===== src/rtl/rxq_pkg.sv =====
package rxq_pkg;
  typedef struct packed {
    logic       brk;
    logic       ferr;
    logic       perr;
    logic [7:0] data;
  } rxq_entry_t;

  typedef enum logic [2:0] {
    ST_HUNT, ST_START, ST_DATA, ST_PAR, ST_STOP, ST_HOLD
  } rxq_state_e;
endpackage


===== src/rtl/rxq_sync.sv =====
module rxq_sync #(
  parameter int STAGES = 2
) (
  input  logic clk,
  input  logic rst_n,
  input  logic d,
  output logic q
);
  logic [STAGES-1:0] chain;

  always_ff @(posedge clk or negedge rst_n) begin
    if (!rst_n) chain <= '1;
    else        chain <= {chain[STAGES-2:0], d};
  end

  assign q = chain[STAGES-1];
endmodule


===== src/rtl/rxq_framer.sv =====
module rxq_framer
  import rxq_pkg::*;
#(
  parameter int TICKS = 16
) (
  input  logic       clk,
  input  logic       rst_n,
  input  logic       tick,
  input  logic       line,
  input  logic [1:0] char_len,
  input  logic       parity_en,
  input  logic       parity_odd,
  output logic       push,
  output rxq_entry_t entry
);
  localparam int CW = $clog2(TICKS);
  localparam logic [CW-1:0] MID  = CW'(TICKS/2 - 1);
  localparam logic [CW-1:0] LAST = CW'(TICKS - 1);

  rxq_state_e state, n_state;
  logic [CW-1:0] cnt, n_cnt;
  logic [2:0]    bidx, n_bidx;
  logic [7:0]    sh, n_sh;
  logic          pbit, n_pbit;
  logic          n_push;
  rxq_entry_t    n_entry;
  logic [2:0]    last_bit;
  logic          is_brk;

  assign last_bit = {1'b0, char_len} + 3'd4;
  assign is_brk   = !line && (sh == 8'h00) && !(parity_en && pbit);

  always_comb begin
    n_state = state;
    n_cnt   = cnt;
    n_bidx  = bidx;
    n_sh    = sh;
    n_pbit  = pbit;
    n_push  = 1'b0;
    n_entry = entry;
    case (state)
      ST_HUNT: if (tick && !line) begin
        n_state = ST_START;
        n_cnt   = '0;
        n_sh    = '0;
        n_pbit  = 1'b0;
      end
      ST_START: if (tick) begin
        if (cnt == MID) begin
          n_cnt   = '0;
          n_bidx  = '0;
          n_state = line ? ST_HUNT : ST_DATA;
        end else n_cnt = cnt + 1'b1;
      end
      ST_DATA: if (tick) begin
        if (cnt == LAST) begin
          n_cnt      = '0;
          n_sh[bidx] = line;
          if (bidx == last_bit) n_state = parity_en ? ST_PAR : ST_STOP;
          else                  n_bidx  = bidx + 1'b1;
        end else n_cnt = cnt + 1'b1;
      end
      ST_PAR: if (tick) begin
        if (cnt == LAST) begin
          n_cnt   = '0;
          n_pbit  = line;
          n_state = ST_STOP;
        end else n_cnt = cnt + 1'b1;
      end
      ST_STOP: if (tick) begin
        if (cnt == LAST) begin
          n_push        = 1'b1;
          n_entry.data  = sh;
          n_entry.ferr  = !line;
          n_entry.brk   = is_brk;
          n_entry.perr  = parity_en && !is_brk && ((^sh) ^ pbit ^ parity_odd);
          n_state       = line ? ST_HUNT : ST_HOLD;
        end else n_cnt = cnt + 1'b1;
      end
      ST_HOLD: if (tick && line) n_state = ST_HUNT;
      default: n_state = ST_HUNT;
    endcase
  end

  always_ff @(posedge clk or negedge rst_n) begin
    if (!rst_n) begin
      state <= ST_HUNT;
      cnt   <= '0;
      bidx  <= '0;
      sh    <= '0;
      pbit  <= 1'b0;
      push  <= 1'b0;
      entry <= '0;
    end else begin
      state <= n_state;
      cnt   <= n_cnt;
      bidx  <= n_bidx;
      sh    <= n_sh;
      pbit  <= n_pbit;
      push  <= n_push;
      entry <= n_entry;
    end
  end
endmodule


===== src/rtl/rxq_fifo.sv =====
module rxq_fifo
  import rxq_pkg::*;
#(
  parameter int DEPTH = 16
) (
  input  logic       clk,
  input  logic       rst_n,
  input  logic       fifo_mode,
  input  logic       push,
  input  rxq_entry_t din,
  input  logic       pop,
  output rxq_entry_t dout,
  output logic       full,
  output logic [$clog2(DEPTH+1)-1:0] level
);
  localparam int AW = $clog2(DEPTH);
  localparam int LW = $clog2(DEPTH+1);

  rxq_entry_t mem [DEPTH];
  logic [AW-1:0] wr_ptr, rd_ptr;
  logic [LW-1:0] cap;
  logic          do_push, do_pop;

  assign cap     = fifo_mode ? LW'(DEPTH) : LW'(1);
  assign full    = (level >= cap);
  assign do_push = push && !full;
  assign do_pop  = pop && (level != '0);
  assign dout    = mem[rd_ptr];

  function automatic logic [AW-1:0] wrap_inc(input logic [AW-1:0] p);
    return (p == AW'(DEPTH-1)) ? '0 : p + 1'b1;
  endfunction

  always_ff @(posedge clk) begin
    if (do_push) mem[wr_ptr] <= din;
  end

  always_ff @(posedge clk or negedge rst_n) begin
    if (!rst_n) begin
      wr_ptr <= '0;
      rd_ptr <= '0;
      level  <= '0;
    end else begin
      if (do_push) wr_ptr <= wrap_inc(wr_ptr);
      if (do_pop)  rd_ptr <= wrap_inc(rd_ptr);
      if (do_push && !do_pop)      level <= level + 1'b1;
      else if (do_pop && !do_push) level <= level - 1'b1;
    end
  end
endmodule


===== src/rtl/rxq_receiver.sv =====
module rxq_receiver
  import rxq_pkg::*;
#(
  parameter int DEPTH       = 16,
  parameter int TICKS       = 16,
  parameter int SYNC_STAGES = 2
) (
  input  logic       clk,
  input  logic       rst_n,
  input  logic       tick16,
  input  logic       rx_in,
  input  logic       fifo_mode,
  input  logic [1:0] char_len,
  input  logic       parity_en,
  input  logic       parity_odd,
  input  logic       rd_en,
  input  logic       ovr_clr,
  output logic [7:0] rd_data,
  output logic       rd_perr,
  output logic       rd_ferr,
  output logic       rd_brk,
  output logic       data_ready,
  output logic       overrun,
  output logic       rxrdy_n
);
  localparam int LW = $clog2(DEPTH+1);

  logic [1:0]    rst_pipe;
  logic          rst_int_n;
  logic          line_s;
  logic          push, full;
  rxq_entry_t    entry, head;
  logic [LW-1:0] level;

  always_ff @(posedge clk or negedge rst_n) begin
    if (!rst_n) rst_pipe <= '0;
    else        rst_pipe <= {rst_pipe[0], 1'b1};
  end
  assign rst_int_n = rst_pipe[1];

  rxq_sync #(.STAGES(SYNC_STAGES)) u_sync (
    .clk(clk), .rst_n(rst_int_n), .d(rx_in), .q(line_s)
  );

  rxq_framer #(.TICKS(TICKS)) u_framer (
    .clk(clk), .rst_n(rst_int_n), .tick(tick16), .line(line_s),
    .char_len(char_len), .parity_en(parity_en), .parity_odd(parity_odd),
    .push(push), .entry(entry)
  );

  rxq_fifo #(.DEPTH(DEPTH)) u_fifo (
    .clk(clk), .rst_n(rst_int_n), .fifo_mode(fifo_mode),
    .push(push), .din(entry), .pop(rd_en), .dout(head),
    .full(full), .level(level)
  );

  always_ff @(posedge clk or negedge rst_int_n) begin
    if (!rst_int_n)        overrun <= 1'b0;
    else if (push && full) overrun <= 1'b1;
    else if (ovr_clr)      overrun <= 1'b0;
  end

  assign data_ready = (level != '0);
  assign rxrdy_n    = (level == '0);
  assign rd_data    = head.data;
  assign rd_perr    = head.perr;
  assign rd_ferr    = head.ferr;
  assign rd_brk     = head.brk;
endmodule


===== config.mk =====
export PLATFORM = sky130hd
export DESIGN_NAME = rxq_receiver
export DESIGN_NICKNAME = d
export VERILOG_FILES = /design/src/rtl/rxq_pkg.sv /design/src/rtl/rxq_sync.sv /design/src/rtl/rxq_framer.sv /design/src/rtl/rxq_fifo.sv /design/src/rtl/rxq_receiver.sv
export SDC_FILE = /design/constraint.sdc
export NUM_CORES = 1
export LEC_CHECK = 0
export ABC_AREA = 1
export BUFFER_PORTS_ARGS = -buffer_cell sky130_fd_sc_hd__buf_2
export CORE_ASPECT_RATIO = 1.25
export CORE_MARGIN = 5
export CORE_UTILIZATION = 50
export DETAILED_ROUTE_END_ITERATION = 6
export HOLD_SLACK_MARGIN = 0.03
export PLACE_DENSITY = 0.66
export SETUP_SLACK_MARGIN = 0.15
export SLEW_MARGIN = 20
export SYNTH_ARGS = -nofsm -noshare
export SYNTH_HDL_FRONTEND = slang
export SYNTH_HIERARCHICAL = 1
export SYNTH_SLANG_ARGS = --single-unit

===== constraint.sdc =====
create_clock -name clk -period 2.8 [get_ports clk]
set_clock_uncertainty 0.05 [all_clocks]
set_input_delay 0.56 -clock clk [delete_from_list [all_inputs] [get_ports clk]]
set_output_delay 0.56 -clock clk [all_outputs]
set_load 0.05 [all_outputs]

Word level (Yosys, flattened, before mapping) --
Memories as Yosys holds them, arrays and structs flattened. Cells that the tools add are included.
Word-level totals: memory bits (read-only) 0, bits of input ports 11, bits in latches 0, memories 1, RAM bits 176, bits in registers 49, word-level logic and storage cells 142, output and inout port bits 14
Memory list:
- u_fifo.mem | words 16, width 11, read ports 1, clocked after memory_dff 0, wr ports 1, RTL line rxq_fifo.sv:19 | rxq_entry_t mem [DEPTH];
Operators by class: add/sub/neg operators 7, divide/modulo/power cells 0, multiply operators 0, shift operators 0, eq/ne operators 24, multiplexer cells 52, reduce and logical (&&, ||, !) cells 37, bitwise operators 2, magnitude comparators 3
Operators with widths (number):
- $mux 3 | 18
- $mux 4 | 9
- $mux 8 | 3
- $pmux 3 s6 | 1
- $ne 2x1->1 const B | 8
- $pmux 4 s4 | 1
- $pmux 8 s2 | 1
- $mux 5 | 3
- $logic_and 1x1->1 | 13
- $add 4x1->4 const B | 3
- $eq 4x4->1 const B | 3
- $ne 2x2->1 const B | 6
- $reduce_and 6->1 | 2
- $mux 1 | 11
- $reduce_and 11->1 | 1
- $reduce_bool 2->1 | 5
- $bwmux 8 | 1
- $logic_not 8->1 | 1
- $reduce_and 4->1 | 2
- $reduce_xor 8->1 | 1
- $eq 3x2->1 const B | 2
- $eq 3x3->1 const B | 2
- $logic_not 1->1 | 6
- $pmux 3 s2 | 1
- 20 further kinds | 21

Depth between registers and ports, before layout --
Gate-level depths: netlist of run 1.
depth after elaboration 8, gate-level depth with buffers 19, depth with buffers taken out 18

Modules after synthesis --
Netlist of run 1, hierarchy kept.
By module, submodules not included:
- rxq_fifo | times used 1, sequential area each 5610.4 sq um, area an instance 8633.3 sq um, cells each 863
- rxq_framer | times used 1, sequential area each 775.7 sq um, area an instance 1881.8 sq um, cells each 250
- rxq_receiver | times used 1, sequential area each 75.1 sq um, area an instance 118.9 sq um, cells each 14
- rxq_sync | times used 1, sequential area each 52.6 sq um, area an instance 52.6 sq um, cells each 2

Worst setup path after synthesis of run 1 --
No wires, ideal clock.
path kind input port to flip-flop, from in fifo_mode, to reg u_fifo.level[4], stages 16, arrival time 2.572 ns, setup slack 0.062 ns, path buffers 1, setup time 0.117 ns, required time 2.633 ns, path through inv_1 -> ha_1 -> nand2_1 -> inv_1 -> nand3_1 -> nand4_2 -> buf_2 -> inv_1 -> ha_1 -> inv_1 -> ha_1 -> or2_2 -> nand3_1 -> nand2_1 -> nand2_1 -> nand2_1
On the way: word-level cells in the longest chain between the ends 7, elaborated cells on any way between the ends 9, those cells by class 1 x order compare; 2 x mux; 6 x reduce/logical
Ends and longest elaborated chain:
- start: declaration | RTL line rxq_receiver.sv:12 | input logic fifo_mode,
- $mux 5 (*) | RTL line rxq_fifo.sv:24 | assign cap = fifo_mode ? LW'(DEPTH) : LW'(1);
- $ge 5x5->1 (*) | RTL line rxq_fifo.sv:25 | assign full = (level >= cap);
- $logic_not 1->1 (*) | RTL line rxq_fifo.sv:26 | assign do_push = push && !full;
- $logic_and 1x1->1 (*) | RTL line rxq_fifo.sv:26
- net u_fifo.do_push | RTL line rxq_fifo.sv:22 | logic do_push, do_pop;
- $logic_not 1->1 | RTL line rxq_fifo.sv:47 | else if (do_pop && !do_push) level <= level - 1'b1;
- $logic_and 1x1->1 | RTL line rxq_fifo.sv:47
- $reduce_bool 2->1 (no source line)
- end signal: assignment | RTL line rxq_fifo.sv:46 | if (do_push && !do_pop) level <= level + 1'b1;
- end signal: assignment | RTL line rxq_fifo.sv:47
- end: declaration | RTL line rxq_fifo.sv:14 | output logic [$clog2(DEPTH+1)-1:0] level
The timed path passes the listed nets; every way through them passes the cells marked *. A chain may end at the register's enable or synchronous reset.

Worst setup path after layout of run 1 --
from reg u_fifo.rd_ptr[0], to out rd_data[0]
On the way: word-level cells in the longest chain between the ends 1
Ends and longest elaborated chain:
- start: declaration | RTL line rxq_fifo.sv:20 | logic [AW-1:0] wr_ptr, rd_ptr;
- start signal: assignment | RTL line rxq_fifo.sv:45 | if (do_pop) rd_ptr <= wrap_inc(rd_ptr);
- $mem_v2 16x11
- end: declaration | RTL line rxq_receiver.sv:18 | output logic [7:0] rd_data,
No other way between the ends.

==> results_dict.tcl, run 1 <==
set metrics [dict create \
    slew_violations 0 \
    p_switching_mw 4.30 \
    grt_max_degree 39 \
    syn_area_per_cell_sq_um 9.47 \
    p_comb_share_pct 39.2 \
    drive_gt1_share_pct 14.1 \
    async_flop_share_pct 21.8 \
    final_cells 1468 \
    cts_buffer_depth 3 \
    io_pins 25 \
    rsz0062_at_grt "yes" \
    io_buffers 24 \
    dr.pass1.iters 5 \
    cts.sinks 225 \
    fin_ws_ns 0.0771 \
    r2r_cells 14 \
    finalSetupTns_ns 0 \
    ys_ff_latch 225 \
    fin_crit_sh_pct 97.2 \
    gp_congestion 0.806 \
    status "finished clean" \
    antenna_found_initial 0 \
    grt_pass1_wl_um 36300 \
    crit_path_end_kind "primary output" \
    hold_ws_ns 0.114 \
    clock.fmax_mhz 367 \
    cts_buffers 23 \
    path_clk_slew_ns 0.06 \
    post-route-util_pct 58.6 \
    nNetsFinal 1207 \
    netlist_instances 1129 \
    synth_edf_count 176 \
    clockRootBuffer "clkbuf_16" \
    cts_tree "yes" \
    start_kind "flip-flop" \
    start_util_pct 51.0 \
    yosys_warnings 6 \
    place_inst 1422 \
    num_vias 7329 \
    synth_area_sq_mm 0.0107 \
    cap_viol_max_count 0 \
    setup_viol 0 \
    power.share.switching_pct 37.1 \
    dp_hpwl_um 14300 \
    core_area_sq_mm 0.0210 \
    post-place-ws_ns 0.102 \
    seq_area_frac_synth_pct 61.0 \
    drcViolationCount 0 \
    power_leakage_nw 5.51 \
    reg2reg_slack_ns 0.39 \
    wl_um 22300 \
    pwr-share-clk_pct 27.6 \
    grt_pass1_vias 7255 \
    hold_path_class "primary input to flip-flop" \
    synth.top_cell.area_share_pct 49.5 \
    r2r_start "u_fifo/level[4]" \
    h-tree-depth 1 \
    crit_start "u_fifo/rd_ptr[0]" \
    worstReg2RegEnd "u_fifo/level[4]" \
    fill_cells 1816 \
    syn_nets 1158 \
    synth_top_area_cell "edfxtp_1" \
    drt-vias-per-instance 4.99 \
    p_per_area_mw_per_mm2 942 \
    worstSetupPathType "flip-flop to primary output" \
    antenna_cells 0 \
    die_w_um 141 \
    peakVddDrop_v 0.000669 \
    crit_arrival_ns 2.11 \
    grt_usage_pct 18.3 \
    ant_nets 0 \
    rows 59 \
    cp-endpoint "rd_data[0]" \
    min_period_ns 2.72 \
    worst_slew_pin_slew_ns 0.695 \
    max_slew_margin_pct 53.7 \
    overflow 0 \
    ys_top_cells_by_area "edfxtp_1 (49%), dfrtp_1 (11%), nand2_1 (10%)" \
    post_drt_wl_per_cell_um 15.2 \
    seqPwrFrac_pct 33.2 \
    cp_max_fo 35 \
    p_int_mw 7.27 \
    synth_cell_types 37 \
    dieArea_sq_mm 0.0244 \
    dr.first_iter.drc_count 499 \
    synth_flop_cell "edfxtp_1" \
    area_delta_synth_final_pct 14.9 \
    final_hold_viol_count 0 \
    clk_latency_ns 0.49 \
    worstPathRequired_ns 2.19 \
    die_h_um 173 \
]
## synth_stat cells, drive strengths merged (2+ instances only)
master and count:
nand3b 2, edfxtp 176, nand4 3, or2 23, xnor2 6, inv 209
xor2 6, nor2 46, nor3 6, o21ai 34, ha 17, buf 32
dfstp 2, nand3 200, a21oi 3, nand2 300, clkbuf 10, dfrtp 47
## final cells by class
| type | instances | area, sq um | share of cell area (%) |
|---|---|---|---|
| multi-input cells | 653 | 3210 | 26.2 |
| clock inverters | 10 | 160 | 1.30 |
| flip-flops and latches | 225 | 6520 | 53.1 |
| repair buffers | 66 | 611 | 4.97 |
| clock buffers | 31 | 646 | 5.26 |
| inverters | 209 | 785 | 6.39 |
| well taps | 274 | 343 | 2.79 |
## through the flow
stage          power, mW  instance area, sq um
2_1_floorplan       7.02                 10700
6_report            11.6                 12300
4_1_cts             11.5                 12200
3_3_place_gp        7.85                 11200
5_1_grt             12.3                 12300
3_5_place_dp        7.92                 11200
## timing repair
action,4_1_cts,5_1_grt
setup endpoints to repair,11,13
hold buffers,1,0
gates cloned,2,0
resized for setup,29,15
buffers inserted,0,2
hold endpoints to repair,2,0
## registers in the layout, indices dropped and copies added, names as in the netlist, 2 cells and up
signal and cells:
rst_pipe 2, u_fifo/level 5, u_fifo/mem 176, u_fifo/rd_ptr 4, u_fifo/wr_ptr 4, u_framer/bidx 3
u_framer/cnt 4, u_framer/entry 11, u_framer/sh 8, u_framer/state 3, u_sync/chain 2
## power groups by stage
stage	clock network, mW	logic (mW)	registers [mW]
4_1_cts	3.28	4.42	3.85
2_1_floorplan	0	3.17	3.85
6_report	3.19	4.54	3.84
3_3_place_gp	0	3.96	3.89
3_5_place_dp	0	4.02	3.89
5_1_grt	3.42	5.01	3.86
## cells in the final DEF (no fill, tap or decap), types with 2 or more instances in the layout
cell type	synthesis	layout
bufbuf_16	0	2
or2_2	23	23
bufinv_16	0	4
xor2_1	6	6
buf_12	0	3
nand2_2	5	7
ha_1	17	17
nand4_1	2	2
inv_1	202	201
buf_6	3	8
edfxtp_1	176	176
buf_2	18	13
nor3_1	6	6
xnor2_1	6	6
o21ai_0	25	25
nor2_4	3	3
dfrtp_1	47	44
dfrtp_2	0	2
nand2_4	1	2
clkbuf_1	10	4
o21ai_2	2	2
inv_2	7	8
nand3_2	1	9
nor2_1	37	37
nand3_1	199	191
nand3b_1	2	2
o21ai_1	7	7
nand2_1	294	291
nor2_2	6	6
dfstp_2	2	2
clkinv_1	0	2
clkbuf_8	0	4
a21oi_1	3	3
buf_4	9	36
clkbuf_16	0	23
## critical path, cell delays in order (launching register included)
cell and delay (ns):
dfrtp_4 0.56, buf_12 0.19, or2_2 0.30, nand3_1 0.06, nand3_1 0.09, nand3_1 0.12, nand2_1 0.08, buf_4 0.19
## metal layers
layer  GRT usage [%]  vias to the layer above  share of wire (%)
li1                -                     3719                  -
met2            32.9                      131                 52
met3            2.18                       25                3.6
met5               0                        -                  0
met1            23.4                     3454                 43
met4            4.60                        0                1.7
## worst min path at each step
stage                     cells past startpoint  slack (ns)         from         endpoint
after global placement                        0        0.29  rst_pipe[0]      rst_pipe[1]
after detailed placement                      0        0.29  rst_pipe[1]  u_fifo/level[0]
final                                         1        0.11        rx_in  u_sync/chain[0]
after CTS                                     1        0.09        rx_in  u_sync/chain[0]
after floorplan                               0        0.21        rst_n      rst_pipe[0]
after global routing                          1        0.10        rx_in  u_sync/chain[0]
## cell families (layout without fill, tap and decap cells)
group,count (synthesis),after routing,share of synthesized area [%]
fa+ha+maj,18,18,2.18
xor+xnor,12,12,0.983
buf+inv,251,316,9.55
compound gates,40,40,2.06
other cells,1,1,0.0351
simple gates,582,582,24.2
flops,225,225,61.0
Note: power is estimated with default switching activity, not from simulation.
==> run 2: changes to the inputs <==
--- a/config.mk
+++ b/config.mk
@@ -10,9 +10,10 @@
 export CORE_ASPECT_RATIO = 1.25
 export CORE_MARGIN = 5
 export CORE_UTILIZATION = 50
+export CTS_CLUSTER_DIAMETER = 100
 export DETAILED_ROUTE_END_ITERATION = 6
 export HOLD_SLACK_MARGIN = 0.03
-export PLACE_DENSITY = 0.66
+export PLACE_DENSITY_LB_ADDON = 0.2
 export SETUP_SLACK_MARGIN = 0.15
 export SLEW_MARGIN = 20
 export SYNTH_ARGS = -nofsm -noshare
==> run 2 against run 1 <==
Flip-flop and latch count stayed put. Setup slack gained 0.0034 ns. Routed wire length increased by 16%. Critical endpoint is now rd_data[7]. Cell count is 1.5% higher.
==> results_dict.tcl, run 2 (same netlist as run 1, synthesis figures left out) <==
set metrics [dict create \
    finalSetupTns_ns 0 \
    gp_congestion 0.842 \
    worstPathRequired_ns 2.19 \
    grt_pass1_vias 7433 \
    worstReg2RegEnd "u_fifo/level[4]" \
    dp_hpwl_um 14400 \
    io_buffers 24 \
    post-route-util_pct 64.1 \
    final_cell_mix "nand2_1 (258), inv_1 (201), edfxtp_1 (176)" \
    min_period_ns 2.72 \
    place_inst 1416 \
    die_h_um 173 \
    worstSetupPathType "flip-flop to primary output" \
    cts_tree "yes" \
    min_to "u_sync/chain[0]" \
    r2r_cells 16 \
    largest_register_ffs 176 \
    path_clk_slew_ns 0.06 \
    crit_path_end_kind "primary output" \
    antenna_found_initial 0 \
    status "finished clean" \
    overflow 0 \
    reg2reg_slack_ns 0.31 \
    num_vias 7785 \
    clk_latency_ns 0.51 \
    holdPathStages 1 \
    drive_gt1_share_pct 25.3 \
    hold_path_class "primary input to flip-flop" \
    stdcell_area_sq_mm 0.0134 \
    area_delta_synth_final_pct 25.8 \
    p_per_area_mw_per_mm2 1000 \
    start_util_pct 51.0 \
    fin_crit_sh_pct 97.1 \
    crit_arrival_ns 2.11 \
    h-tree-depth 1 \
    slew_violations 0 \
    cts.sinks 225 \
    final_common_cell "nand2_1" \
    wl_um 25900 \
    final_cells 1490 \
    r2r_start "u_fifo/level[0]" \
    dr.first_iter.drc_count 610 \
    dr.pass1.iters 5 \
    drt-vias-per-instance 5.22 \
    rows 59 \
    nNetsFinal 1228 \
    dieArea_sq_mm 0.0244 \
    min-delay-start "rx_in" \
    cts_buffers 23 \
    grt_max_degree 47 \
    cap_viol_max_count 0 \
    die_w_um 141 \
    cts_buffer_depth 3 \
    reg_top3 "u_fifo/mem (176), u_framer/entry (11), u_framer/sh (8)" \
    post_drt_wl_per_cell_um 17.4 \
    drcViolationCount 0 \
    io_pins 25 \
    clockRootBuffer "clkbuf_16" \
    start_kind "flip-flop" \
    rsz0062_at_grt "yes" \
    grt_usage_pct 20.4 \
    grt_pass1_wl_um 39700 \
    worst_slew_pin_slew_ns 0.770 \
    max_slew_margin_pct 48.6 \
    final_hold_viol_count 0 \
    antenna_cells 0 \
    regMostFlops "u_fifo/mem" \
    ant_nets 0 \
    placed_cell_area_sq_mm 0.0112 \
    setup_viol 0 \
    peakVddDrop_v 0.00109 \
    power_leakage_nw 5.95 \
    core_area_sq_mm 0.0210 \
    clock.fmax_mhz 368 \
    cp_max_fo 6 \
]
run 2: changes by cell type in the layout (fill, tap and decap cells not counted), moves of 7 or more:
cell	previous run	this run
nand3_1	191	107
nand2_1	291	258
buf_8	1	12
clkbuf_16	23	30
nand3_4	0	7
or2_2	23	1
nand3_2	9	86
nand2_2	7	31
nand2_4	2	11
or2_4	0	22
buf_16	1	12
run 2: critical path, stage by stage, from the launching register on:
cell and delay, ns:
dfrtp_4 0.51, buf_12 0.18, buf_8 0.14, buf_16 0.14, nand2_2 0.08, nand3_2 0.08, nand3_2 0.08, nand3_2 0.10
nand2_2 0.13, buf_8 0.15
run 2: layer usage:
metal | GRT usage, % | up-vias | wire length, um
met5 | 0 | - | 0
met4 | 6.46 | 0 | 830
met3 | 2.62 | 56 | 1250
met2 | 36.1 | 219 | 13500
met1 | 25.9 | 3735 | 10300
li1 | - | 3775 | -
run 2: power breakdown:
part           internal, mW  switching [mW]  leakage [nW]  total [mW]
logic                  2.72            3.84          3.10        6.55
clock network          1.79            1.26         0.380        3.05
registers              3.68           0.159          2.47        3.84
run 2: final cells by class:
| cell class | count | area [sq um] |
|---|---|---|
| Clock buffer | 34 | 721 |
| Timing Repair inverter | 1 | 11.3 |
| Multi-Input combinational cell | 653 | 3870 |
| Fill cell | 1624 | 7520 |
| Clock inverter | 8 | 45.0 |
| Timing Repair Buffer | 86 | 1120 |
| Inverter | 209 | 815 |
| Tap cell | 274 | 343 |
| Sequential cell | 225 | 6520 |
run 2: repair_timing:
action,CTS,global route
cloned,10,6
endpoints found under the hold margin,2,0
pin swaps,52,59
hold buffers,1,0
setup endpoints to repair,11,13
resized for setup,158,74
buffers inserted,6,9
run 2: per-stage QoR:
step	setup slack [ns]	total power, mW	hold slack [ns]
global route	0.0217	14.1	0.0732
detailed placement	0.0794	8.04	0.130
global placement	0.149	7.99	0.128
CTS	0.0828	12.7	0.0727
finish	0.0805	13.4	0.0899
floorplan	0.166	7.02	0.214
run 2: worst max-delay path by stage:
stage / from / to / slack, ns / depth (start not counted)
finish: u_fifo/rd_ptr[0] / rd_data[7] / 0.08 / 9
global route: u_fifo/rd_ptr[0] / rd_data[6] / 0.02 / 9
CTS: u_fifo/rd_ptr[0] / rd_data[5] / 0.08 / 8
detailed placement: fifo_mode / u_fifo/level[4] / 0.08 / 16
global placement: fifo_mode / u_fifo/level[4] / 0.15 / 16
floorplan: fifo_mode / u_fifo/level[4] / 0.17 / 16
